===== config.mk =====
export PLATFORM = sky130hd
export DESIGN_NAME = iexu_core
export DESIGN_NICKNAME = d
export VERILOG_FILES = /design/src/rtl/iexu_pkg.sv /design/src/rtl/iexu_alu.sv /design/src/rtl/iexu_muldiv.sv /design/src/rtl/iexu_core.sv
export SDC_FILE = /design/constraint.sdc
export NUM_CORES = 1
export LEC_CHECK = 0
export BUFFER_PORTS_ARGS = -buffer_cell sky130_fd_sc_hd__buf_2
export CORE_UTILIZATION = 50
export DETAILED_ROUTE_END_ITERATION = 7
export PLACE_DENSITY = 0.67
export RECOVER_POWER = 50
export SLEW_MARGIN = 5
export SYNTH_ARGS = -nofsm -noshare
export SYNTH_HDL_FRONTEND = slang
export SYNTH_SLANG_ARGS = --single-unit
export TNS_END_PERCENT = 20

===== constraint.sdc =====
create_clock -name clk -period 13.5 [get_ports clk]
set_clock_uncertainty 0.2 [all_clocks]
set_input_delay 4.05 -clock clk [delete_from_list [all_inputs] [get_ports clk]]
set_output_delay 4.05 -clock clk [all_outputs]
set_load 0.01 [all_outputs]

===== src/rtl/iexu_pkg.sv =====
package iexu_pkg;

    parameter int unsigned NLEN = 12;              // narrow integer width
    parameter int unsigned XLEN = 24;              // wide integer width
    localparam int unsigned PLEN = 2 * XLEN;       // full product width
    localparam int unsigned CW   = $clog2(XLEN + 1);

    typedef logic [XLEN-1:0] word_t;

    localparam logic [1:0] CMD_INT  = 2'd0;
    localparam logic [1:0] CMD_SETW = 2'd1;
    localparam logic [1:0] CMD_SKC  = 2'd2;
    localparam logic [1:0] CMD_SKV  = 2'd3;

    localparam logic [3:0] OP_ADD = 4'h0;
    localparam logic [3:0] OP_SUB = 4'h1;
    localparam logic [3:0] OP_MUL = 4'h2;
    localparam logic [3:0] OP_DIV = 4'h3;
    localparam logic [3:0] OP_AND = 4'h8;
    localparam logic [3:0] OP_OR  = 4'h9;
    localparam logic [3:0] OP_XOR = 4'hA;
    localparam logic [3:0] OP_ISZ = 4'hB;

    typedef struct packed {
        logic lt;
        logic eq;
        logic gt;
    } rel_t;

    typedef struct packed {
        word_t res;
        logic  cy;
        logic  ov;
        logic  skip;
        logic  hit;
    } alu_out_t;

    function automatic word_t wmask(input logic wide);
        return wide ? {XLEN{1'b1}} : {{(XLEN-NLEN){1'b0}}, {NLEN{1'b1}}};
    endfunction

    function automatic logic wsign(input word_t v, input logic wide);
        return wide ? v[XLEN-1] : v[NLEN-1];
    endfunction

    function automatic rel_t relate(input word_t v, input logic wide);
        rel_t r;
        logic z;
        logic s;
        z    = ((v & wmask(wide)) == '0);
        s    = wsign(v, wide);
        r.lt = s;
        r.eq = z;
        r.gt = !s && !z;
        return r;
    endfunction

    // signed value held in f fits the active width
    function automatic logic fits(input logic [PLEN-1:0] f, input logic wide);
        if (wide)
            return f[PLEN-1:XLEN-1] == {(PLEN-XLEN+1){f[XLEN-1]}};
        else
            return f[PLEN-1:NLEN-1] == {(PLEN-NLEN+1){f[NLEN-1]}};
    endfunction

endpackage


===== src/rtl/iexu_alu.sv =====
module iexu_alu
    import iexu_pkg::*;
(
    input  logic       wide,
    input  logic [3:0] op,
    input  word_t      a,
    input  word_t      b,
    output alu_out_t   o
);

    word_t        mask;
    word_t        bx;
    logic         cin;
    logic [XLEN:0] sum;
    word_t        sres;
    logic         scy;
    logic         sov;

    assign mask = wmask(wide);

    // shared adder: add, subtract (a + ~b + 1), increment (a + 0 + 1)
    always_comb begin
        bx  = b;
        cin = 1'b0;
        if (op == OP_SUB) begin
            bx  = ~b & mask;
            cin = 1'b1;
        end else if (op == OP_ISZ) begin
            bx  = '0;
            cin = 1'b1;
        end
        sum  = {1'b0, a} + {1'b0, bx} + {{XLEN{1'b0}}, cin};
        sres = sum[XLEN-1:0] & mask;
        scy  = wide ? sum[XLEN] : sum[NLEN];
        sov  = (wsign(a, wide) == wsign(bx, wide)) && (wsign(sres, wide) != wsign(a, wide));
    end

    always_comb begin
        o = '0;
        unique case (op)
            OP_ADD, OP_SUB: begin
                o.res = sres;
                o.cy  = scy;
                o.ov  = sov;
                o.hit = 1'b1;
            end
            OP_ISZ: begin
                o.res  = sres;
                o.cy   = scy;
                o.ov   = sov;
                o.skip = (sres == '0);
                o.hit  = 1'b1;
            end
            OP_AND: begin
                o.res = a & b;
                o.hit = 1'b1;
            end
            OP_OR: begin
                o.res = a | b;
                o.hit = 1'b1;
            end
            OP_XOR: begin
                o.res = a ^ b;
                o.hit = 1'b1;
            end
            default: o = '0;
        endcase
    end

endmodule


===== src/rtl/iexu_muldiv.sv =====
module iexu_muldiv
    import iexu_pkg::*;
(
    input  logic  clk,
    input  logic  rst_n,
    input  logic  go,
    input  logic  is_div,
    input  logic  wide,
    input  word_t a,
    input  word_t b,
    output logic  fin,
    output word_t res,
    output logic  ovf
);

    typedef struct packed {
        logic            run;
        logic            div;
        logic            wide;
        logic            neg;
        logic            dz;
        logic [CW-1:0]   cnt;
        logic [PLEN-1:0] acc;
        logic [PLEN-1:0] mcand;
        word_t           mplr;
        word_t           rem;
        word_t           dvd;
        word_t           dsr;
        word_t           quo;
    } md_st_t;

    md_st_t q, d;

    word_t           ma;
    word_t           mb;
    logic [PLEN-1:0] full;
    logic [PLEN-1:0] sfull;
    logic [XLEN:0]   trial;
    logic            qbit;

    assign ma = wsign(a, wide) ? ((~a + 1'b1) & wmask(wide)) : a;
    assign mb = wsign(b, wide) ? ((~b + 1'b1) & wmask(wide)) : b;

    assign full  = q.div ? {{XLEN{1'b0}}, q.quo} : q.acc;
    assign sfull = q.neg ? (~full + 1'b1) : full;
    assign fin   = q.run && (q.cnt == '0);
    assign res   = q.dz ? wmask(q.wide) : (sfull[XLEN-1:0] & wmask(q.wide));
    assign ovf   = q.dz || !fits(sfull, q.wide);

    assign trial = {q.rem, q.dvd[XLEN-1]};
    assign qbit  = (trial >= {1'b0, q.dsr});

    always_comb begin
        d = q;
        if (fin) begin
            d.run = 1'b0;
        end else if (q.run) begin
            d.cnt = q.cnt - 1'b1;
            if (q.div) begin
                d.rem = qbit ? word_t'(trial - {1'b0, q.dsr}) : word_t'(trial);
                d.dvd = {q.dvd[XLEN-2:0], 1'b0};
                d.quo = {q.quo[XLEN-2:0], qbit};
            end else begin
                if (q.mplr[0])
                    d.acc = q.acc + q.mcand;
                d.mcand = {q.mcand[PLEN-2:0], 1'b0};
                d.mplr  = {1'b0, q.mplr[XLEN-1:1]};
            end
        end else if (go) begin
            d.run   = 1'b1;
            d.div   = is_div;
            d.wide  = wide;
            d.neg   = wsign(a, wide) ^ wsign(b, wide);
            d.dz    = is_div && (b == '0);
            d.cnt   = wide ? CW'(XLEN) : CW'(NLEN);
            d.acc   = '0;
            d.mcand = {{(PLEN-XLEN){1'b0}}, ma};
            d.mplr  = mb;
            d.rem   = '0;
            d.dvd   = wide ? ma : (ma << (XLEN - NLEN));
            d.dsr   = mb;
            d.quo   = '0;
        end
    end

    always_ff @(posedge clk) begin
        if (!rst_n)
            q <= '0;
        else
            q <= d;
    end

endmodule


===== src/rtl/iexu_core.sv =====
module iexu_core
    import iexu_pkg::*;
(
    input  logic        clk,
    input  logic        rst_n,
    input  logic        start,
    input  logic [1:0]  cmd,
    input  logic [3:0]  op,
    input  logic        cc_en,
    input  logic        set_wide,
    input  logic [23:0] opnd_a,
    input  logic [23:0] opnd_b,
    input  logic [2:0]  jmp_mask,
    output logic [23:0] result,
    output logic        flag_lt,
    output logic        flag_eq,
    output logic        flag_gt,
    output logic        flag_cy,
    output logic        flag_ov,
    output logic        skip,
    output logic        done,
    output logic        busy,
    output logic        wide_mode,
    output logic        jump_taken
);

    typedef struct packed {
        word_t res;
        logic  lt;
        logic  eq;
        logic  gt;
        logic  cy;
        logic  ov;
        logic  wide;
        logic  skip;
        logic  done;
        logic  busy;
        logic  cc_pend;
    } core_st_t;

    localparam core_st_t ST_RST = '{res: '0, lt: 1'b0, eq: 1'b1, gt: 1'b0,
                                    cy: 1'b0, ov: 1'b0, wide: 1'b0, skip: 1'b0,
                                    done: 1'b0, busy: 1'b0, cc_pend: 1'b0};

    core_st_t q, d;

    word_t    a_m;
    word_t    b_m;
    alu_out_t alu_o;
    logic     md_go;
    logic     md_fin;
    word_t    md_res;
    logic     md_ovf;
    rel_t     rel_alu;
    rel_t     rel_md;
    logic     is_long;

    assign a_m = opnd_a & wmask(q.wide);
    assign b_m = opnd_b & wmask(q.wide);

    iexu_alu u_alu (
        .wide (q.wide),
        .op   (op),
        .a    (a_m),
        .b    (b_m),
        .o    (alu_o)
    );

    iexu_muldiv u_md (
        .clk    (clk),
        .rst_n  (rst_n),
        .go     (md_go),
        .is_div (op == OP_DIV),
        .wide   (q.wide),
        .a      (a_m),
        .b      (b_m),
        .fin    (md_fin),
        .res    (md_res),
        .ovf    (md_ovf)
    );

    assign rel_alu = relate(alu_o.res, q.wide);
    assign rel_md  = relate(md_res, q.wide);
    assign is_long = (op == OP_MUL) || (op == OP_DIV);

    always_comb begin
        d      = q;
        d.done = 1'b0;
        d.skip = 1'b0;
        md_go  = 1'b0;
        if (q.busy) begin
            if (md_fin) begin
                d.busy = 1'b0;
                d.done = 1'b1;
                d.res  = md_res;
                if (q.cc_pend) begin
                    d.lt = rel_md.lt;
                    d.eq = rel_md.eq;
                    d.gt = rel_md.gt;
                    d.cy = 1'b0;
                    d.ov = md_ovf;
                end
            end
        end else if (start) begin
            d.done = 1'b1;
            unique case (cmd)
                CMD_INT: begin
                    if (is_long) begin
                        md_go     = 1'b1;
                        d.busy    = 1'b1;
                        d.done    = 1'b0;
                        d.cc_pend = cc_en;
                    end else if (alu_o.hit) begin
                        d.res  = alu_o.res;
                        d.skip = alu_o.skip;
                        if (cc_en) begin
                            d.lt = rel_alu.lt;
                            d.eq = rel_alu.eq;
                            d.gt = rel_alu.gt;
                            d.cy = alu_o.cy;
                            d.ov = alu_o.ov;
                        end
                    end
                end
                CMD_SETW: d.wide = set_wide;
                CMD_SKC:  d.skip = q.cy;
                default:  d.skip = q.ov;
            endcase
        end
    end

    always_ff @(posedge clk) begin
        if (!rst_n)
            q <= ST_RST;
        else
            q <= d;
    end

    assign result     = q.res;
    assign flag_lt    = q.lt;
    assign flag_eq    = q.eq;
    assign flag_gt    = q.gt;
    assign flag_cy    = q.cy;
    assign flag_ov    = q.ov;
    assign skip       = q.skip;
    assign done       = q.done;
    assign busy       = q.busy;
    assign wide_mode  = q.wide;
    assign jump_taken = |(jmp_mask & {q.lt, q.eq, q.gt});

endmodule


==> results, run 1 <==
- The core region is 42000 sq um.
- For this design, the CTS-stage hold fixing added 0 buffers.
- The most used flip-flop cell after synthesis is sky130_fd_sc_hd__dfxtp_1.
- The post-route non-filler standard cell count is 3459.
- The biggest area contributor in the post-synthesis netlist is sky130_fd_sc_hd__dfxtp_1.
- After the last flow step, the layout net total stands at 3108.
- The cell total after placement is 3402.
- The worst voltage drop across the vdd grid is 0.000106 V.
- The post-CTS setup buffer count is 0.
- The overall fraction of global-route tracks in use is 0.350.
- Counting every net in the synthesized netlist gives 3161.
- The share of total power dissipated in sequential elements is 0.400.
- The total power draw is 1.95 mW.
- After synthesis, the most frequently instantiated cells are sky130_fd_sc_hd__nand2_1, sky130_fd_sc_hd__a21oi_1, sky130_fd_sc_hd__nor2_1.
- The nature of the critical path endpoint is a flip-flop.
- The proportion of power drawn by the clock network is 0.460.
- Clock tree synthesis selected as its root buffer the cell sky130_fd_sc_hd__clkbuf_16.
- The count of final hold-check violations is 0.
- The area of the die is 43500 sq um.
- After synthesis the cells add up to 21400 sq um.
- The number of filler instances in the final layout is 4122.
- By instance count, the leading cell after synthesis is sky130_fd_sc_hd__nand2_1.
- The wire length per cell after detailed routing is 22.6 um.
- The initial antenna violation count is 2.
- The data arrival time of the worst path is 10.75 ns.
- The final critical-path share of the clock period is 0.776.
- The switching share of power is 0.280.
- The shortest period the worst path allows is 10.48 ns.
- Dividing total power by cell area gives a power density of 85.2 nW/um^2.
- Yosys mapped the design onto 97 distinct sky130hd cell types.
- The max-slew violation count was 367.
- Across the run, the number of max-cap violations was 5.
- Setup repair after global routing left no endpoint under its margin.
- The share of synthesized area in the top cell type comes to 0.244.
- At the end of routability-driven placement, the weighted congestion stood at 1.01.
- The part of the total power dissipated in combinational logic is 0.140.
- In the routed design, unresolved DRC markers number 0.
- The initial utilization of the core area, before any placement, comes to 0.508.
- The data required time at the worst endpoint is 13.77 ns.
- Global routing finished with a remaining overflow of 0.
- The critical path is of the in2reg type.
- The initial DRC count is 2525.
- The count of flip-flops with a built-in enable after synthesis is 0.
- The clock reaches the later pin of the worst-skew pair after 0.61 ns.
- The floorplan step set the die height to 209 um.
- The reported leakage power is 9.65 nW.
- The synthesized design contains 260 register bits.
- TritonCTS built the clock tree.
- The net load switching power is 0.547 mW.
- The share of layout cells above drive strength 1 is 0.0671.
- The flow ran to the end, but the final reports show violations.
- The floorplan step set the die width to 209 um.
- The number of buffers on the longest clock path is 3.
- The via count of the first global-routing pass is 20500.
- Summed over all layers, the routed wires come to 78000 um.
- The synthesized area per cell is 7.24 sq um.
- The routed layout has 22400 vias.
- The async set-or-reset flop fraction in the synthesized netlist is 0.
- The total of cells resized after clock tree synthesis is 0.
- The smallest hold slack is 0.255 ns.
- The sequential element share of the synthesized area is 0.244.
- The kind of launch point of the worst setup path is a primary input.
- The tightest min-delay check is of the reg2reg type.
- The peak fanout along the critical path is 130.
- The area growth from synthesis to layout is 7.35%.
- After synthesis, the cell types taking the most area are sky130_fd_sc_hd__dfxtp_1, sky130_fd_sc_hd__ha_1, sky130_fd_sc_hd__a21oi_1.
- Clock tree synthesis found a total of 260 sinks.
- Measured against its own limit, the worst slew margin works out to -2.09.
- The total number of H-tree levels is 1.
- The measured slew at the worst slew-check pin is 4.61 ns.
- The summed negative setup slack over all endpoints is 0 ns.
- The placed standard-cell area is 21900 sq um.
- The internal power is 1.41 mW.
- The summed area of non-filler cells in the final layout is 22900 sq um.
- The first global-routing pass estimated 120000 um of wire.
- 96 I/O pins were placed.
- Derived from the worst setup path, the maximum achievable clock frequency is 95.4 MHz.
- The final reports fail on max-capacitance violations, max-slew violations.
- The number of buffers created by CTS is 30.
- The total of buffers placed on input and output ports is 95.
- The count of nets left with antenna violations once routing finished came out at 0.
- The first-pass iteration count of the detailed router is 8.
- The number of warnings reported in the yosys synthesis log is 0.
- The number of placement rows is 75.
- Dividing the detail-routed via count by the number of cells gives 6.46.
- The clock-pin slew on the worst setup and hold paths is 0.06 ns.
- Setup violations remaining at the end of the flow were counted as 0.
- The maximum number of pins on one net before global-route repair is 131.
- After legalization and detailed placement, the total HPWL measured 58600 um.
- After technology mapping, the gate count stands at 2948.
[worst max-delay path: stages]
cell and delay, ns:
sky130_fd_sc_hd__clkbuf_1 0.46, sky130_fd_sc_hd__clkinvlp_2 3.60, sky130_fd_sc_hd__clkbuf_1 1.82, sky130_fd_sc_hd__a21oi_1 0.41, sky130_fd_sc_hd__o21ai_1 0.11, sky130_fd_sc_hd__a31o_1 0.19
[area by class of cell]
cell class / instances / area (sq um) / share of cell area
timing repair buffer: 130 / 678 / 0.0296
antenna: 1 / 2.50 / 0.000109
inverter: 124 / 467 / 0.0204
sequential: 260 / 5210 / 0.227
clock inverter: 14 / 228 / 0.00993
multi-input combinational: 2349 / 14800 / 0.645
clock buffer: 42 / 866 / 0.0378
tap: 539 / 674 / 0.0294
[registers in the layout (all words and copies together) (netlist names)]
register	flops
flag_eq	1
flag_gt	1
wide_mode	1
result	24
skip	1
flag_cy	1
q	1
done	1
flag_lt	1
busy	1
u_md.q	226
flag_ov	1
[layout by cell type (no fill, tap or decap), types with 9 or more instances in the layout]
master	synthesis	final
sky130_fd_sc_hd__a211oi_1	42	42
sky130_fd_sc_hd__a21o_1	71	70
sky130_fd_sc_hd__a21oi_1	301	300
sky130_fd_sc_hd__a221oi_1	19	19
sky130_fd_sc_hd__a22oi_1	54	54
sky130_fd_sc_hd__a31oi_1	39	39
sky130_fd_sc_hd__and2_1	19	19
sky130_fd_sc_hd__and3_1	15	15
sky130_fd_sc_hd__buf_2	9	62
sky130_fd_sc_hd__buf_4	25	30
sky130_fd_sc_hd__clkbuf_1	161	43
sky130_fd_sc_hd__clkbuf_16	0	30
sky130_fd_sc_hd__dfxtp_1	260	257
sky130_fd_sc_hd__ha_1	147	147
sky130_fd_sc_hd__inv_1	123	122
sky130_fd_sc_hd__mux2i_1	58	58
sky130_fd_sc_hd__nand2_1	309	309
sky130_fd_sc_hd__nand2b_1	26	26
sky130_fd_sc_hd__nand3_1	108	108
sky130_fd_sc_hd__nand4_1	32	32
sky130_fd_sc_hd__nor2_1	281	278
sky130_fd_sc_hd__nor2b_1	24	24
sky130_fd_sc_hd__nor3_1	78	78
sky130_fd_sc_hd__nor3b_1	9	9
sky130_fd_sc_hd__nor4_1	32	32
sky130_fd_sc_hd__o211ai_1	28	28
sky130_fd_sc_hd__o21a_1	24	24
sky130_fd_sc_hd__o21ai_0	234	234
sky130_fd_sc_hd__o21bai_1	10	10
sky130_fd_sc_hd__o22ai_1	9	9
sky130_fd_sc_hd__o31ai_1	22	22
sky130_fd_sc_hd__or2_2	13	13
sky130_fd_sc_hd__or3_1	21	21
sky130_fd_sc_hd__or4_1	11	11
sky130_fd_sc_hd__xnor2_1	87	87
sky130_fd_sc_hd__xor2_1	54	54
[power by group through the flow]
stage	Combinational, mW	Clock [mW]	Sequential (mW)
after floorplan	0.178	0	0.795
after global routing	0.295	0.941	0.781
after global placement	0.265	0	0.797
final	0.274	0.899	0.781
after CTS	0.268	0.908	0.780
after detailed placement	0.267	0	0.797
[stage by stage]
stage | worst slack (ns) | util
floorplan | 4.35 | -
global placement | 3.62 | 0.521
detailed placement | 3.64 | 0.521
CTS | 4.22 | 0.547
global route | 2.50 | 0.545
finish | 3.02 | 0.545
[worst paths after layout]
check | from | to | slack, ns | depth (start not counted)
max | rst_n | flag_eq$_SDFFE_PN1P_ | 3.02 | 6
min | u_md.q[64]$_SDFFE_PN0P_ | u_md.q[64]$_SDFFE_PN0P_ | 0.26 | 2
max reg2reg | u_md.q[224]$_SDFFE_PN0P_ | flag_ov$_SDFFE_PN0P_ | 6.68 | 14
min reg2reg | u_md.q[64]$_SDFFE_PN0P_ | u_md.q[64]$_SDFFE_PN0P_ | 0.26 | 2
[kinds of logic (layout without fill, tap and decap cells)]
logic type | after synthesis | count (layout) | synth area share
fa+ha+maj | 151 | 151 | 0.0899
simple gates | 1022 | 1022 | 0.227
xor+xnor | 143 | 143 | 0.0599
other cells | 0 | 1 | 0
compound gates | 969 | 969 | 0.284
flops | 260 | 260 | 0.244
mux | 64 | 64 | 0.0305
buf+inv | 339 | 310 | 0.0653
[routing by layer]
| metal | routed length, um | up-vias | global-route usage |
|---|---|---|---|
| met1 | 35100 | 10700 | 0.491 |
| met4 | 2220 | 2 | 0.102 |
| li1 | - | 10600 | - |
| met2 | 34900 | 942 | 0.558 |
| met3 | 5800 | 117 | 0.0437 |
| met5 | 9 | - | 0 |
(Power assumes the default switching activity.)
==> run 2: changes to the inputs <==
- clock period: 13.5 -> 10.53 ns (I/O delays scaled with it)
==> run 2 against run 1 <==
Net effect:
- the flow still finishes with violations (max-capacitance violations, max-slew violations)
- via count down 1.0%
- register-to-register slack worse by 2.8 ns
- clock power up 30%
- sequential share of layout area unchanged
- sequential cell count unchanged
- global-route usage down 0.13 points
- cell area unchanged
- first-iteration DRC count down 11%
- utilization unchanged
- count of clock-buffer cells in the layout down 3
- sequential power up 28%
- cell count down 0.14%
- critical endpoint is now done$_SDFF_PN0_
- largest cell class unchanged
- largest power group unchanged
==> results, run 2 (synthesis results as in run 1) <==
- The per-cell via count in the routed design is 6.40 (-0.89%).
- The post-detailed-route DRC marker count is 0 (unchanged).
- The cell depth of the worst min-delay path came to 2 (unchanged).
- The summed negative setup slack over all endpoints is 0 ns (unchanged).
- The max-slew violation count was 273 (-26%).
- The nature of the critical path endpoint is a flip-flop.
- The total power divided by cell area is 110 nW/um^2 (+29%).
- The maximum number of pins on one net before global-route repair is 127 (-3.1%).
- The achievable frequency is 114 MHz.
- The wire length per cell after detailed routing came to 22.4 um (-0.52%).
- The share of layout cells above drive strength 1 is 0.0659 (-0.00128).
- After layout, the minimum clock period comes to 8.77 ns.
- The measured slew at the worst slew-check pin came to 4.34 ns (-0.277 ns).
- The slack of the critical path is 1.76 ns (-1.26 ns).
- The number of flip-flops in the largest register was 226 (unchanged).
- The layout-stage area growth over the synthesis result is 7.35% (unchanged).
- The number of buffers on the longest clock path is 3 (unchanged).
- The max capacitance violation total is 4 (-1).
- The flow ran to the end, but the final reports show violations.
- The total of buffers placed on input and output ports was 95 (unchanged).
- The floorplan core area is 42000 sq um (unchanged).
- Clock tree synthesis selected as its root buffer the cell sky130_fd_sc_hd__clkbuf_16.
- The smallest hold slack came to 0.258 ns (+0.00239 ns).
- The diode insertion count for antenna repair was 0 (-1).
- The total number of H-tree levels is 1 (unchanged).
- The category of the critical setup timing path is in2reg.
- The peak fanout along the critical path is 126 (-3.1%).
- The initial antenna violation count was 1 (-1).
- The TritonCTS clock tree is built.
- The total power draw is 2.52 mW (+29%).
- The total global routing overflow is 0 (unchanged).
- The number of top-level pins is 96 (unchanged).
- The via count is 22100 (-1.0%).
- The area of the die came to 43500 sq um (unchanged).
- STA classifies the critical path startpoint as a primary input.
- The core utilization of the finished layout is 0.545 (unchanged).
- The number of antenna-violating nets in the routed design is 0 (unchanged).
- The sink count of the clock tree is 260 (unchanged).
- The source-to-sink clock delay at the later pin of the worst-skew pair is 0.60 ns (about the same).
- The reported leakage power came to 9.66 nW (about the same).
- The count of final setup violators is 0 (unchanged).
- The number of placement rows was 75 (unchanged).
- The total wirelength of the detailed-routed design is 77500 um (-0.66%).
- The cell depth of the worst flop-to-flop path is 14 (unchanged).
- The via count of the first global-routing pass was 20800 (+1.4%).
- The final critical-path share of the clock period is 0.832.
- The initial DRC count is 2238 (-11%).
- The first-pass iteration count of the detailed router is 5 (-3).
- The clock-pin slew on the worst setup and hold paths is 0.06 ns (about the same).
- The vertical die dimension is 209 um (unchanged).
- Counting flops per register, the top entry is u_md.q.
- The net total in the final layout is 3108 (unchanged).
- The count of final hold-check violations came to 0 (unchanged).
- The post-CTS setup buffer count was 0 (unchanged).
- The checks that failed: max-capacitance violations, max-slew violations.
- The worst voltage drop across the vdd grid is 0.000124 V (+17%).
- In the layout the commonest cells are sky130_fd_sc_hd__nand2_1, sky130_fd_sc_hd__a21oi_1, sky130_fd_sc_hd__nor2_1.
- The post-cts hold buffer count is 0 (unchanged).
- Leaving out fill and tap cells, the most frequent cell in the layout is sky130_fd_sc_hd__nand2_1.
- The detailed placement HPWL is 58300 um (-0.60%).
- The total of cells resized after clock tree synthesis came to 0 (unchanged).
- The worst slack at placement is 1.74 ns (-1.90 ns).
- The number of buffers created by CTS is 30 (unchanged).
- The die width is 209 um (unchanged).
- The overall fraction of global-route tracks in use is 0.348 (-0.00129).
- Setup repair after global routing left no endpoint under its margin.
- The global placement routability congestion is 0.996 (-1.9%).
- The max-slew headroom at the worst pin is -1.89 (+0.202).
- The path type of the worst min-delay path is reg2reg.
- The wire length of the first global-routing pass is 121000 um (+0.37%).
- The data required time at the worst endpoint was 10.62 ns (-3.15 ns).
- The effective utilization at floorplan is 0.508 (unchanged).
- The data arrival time of the worst path is 8.86 ns (-1.89 ns).
## run 2: layer usage
layer,vias up,wire length (um),GRT usage
li1,10500,-,-
met1,10600,34600,0.481
met2,870,34800,0.559
met3,126,5700,0.0482
met4,2,2350,0.109
met5,-,9,0
## run 2: final cells by class
type                            count  area, sq um
Inverter                          124          465
Clock buffer                       39          856
Fill cell                        4125        19100
Sequential cell                   260         5210
Timing Repair Buffer              130          678
Multi-Input combinational cell   2349        14800
Clock inverter                     13          246
Tap cell                          539          674
## run 2: worst paths after layout
kind / slack [ns] / from / endpoint
min reg2reg: 0.26 / u_md.q[37]$_SDFFE_PN0P_ / u_md.q[37]$_SDFFE_PN0P_
min: 0.26 / u_md.q[37]$_SDFFE_PN0P_ / u_md.q[37]$_SDFFE_PN0P_
max: 1.76 / rst_n / done$_SDFF_PN0_
max reg2reg: 3.90 / u_md.q[224]$_SDFFE_PN0P_ / flag_ov$_SDFFE_PN0P_
## run 2: metrics by stage
stage / cell area [sq um] / std cells
floorplan: 21400 / 2948
global placement: 21900 / 3402
detailed placement: 21900 / 3402
CTS: 23000 / 3454
global route: 22900 / 3454
finish: 22900 / 3454
## run 2: power by group
part | switching [mW] | total (mW) | internal, mW | leakage, nW
logic | 0.238 | 0.350 | 0.113 | 7.02
clock network | 0.449 | 1.17 | 0.718 | 0.538
registers | 0.00772 | 1.00 | 0.993 | 2.10
total | 0.694 | 2.52 | 1.82 | 9.66
## run 2: worst max-delay path, stage by stage
cell and delay, ns:
sky130_fd_sc_hd__clkbuf_1 0.11, sky130_fd_sc_hd__inv_1 2.84, sky130_fd_sc_hd__clkbuf_1 2.14, sky130_fd_sc_hd__a21oi_1 0.26
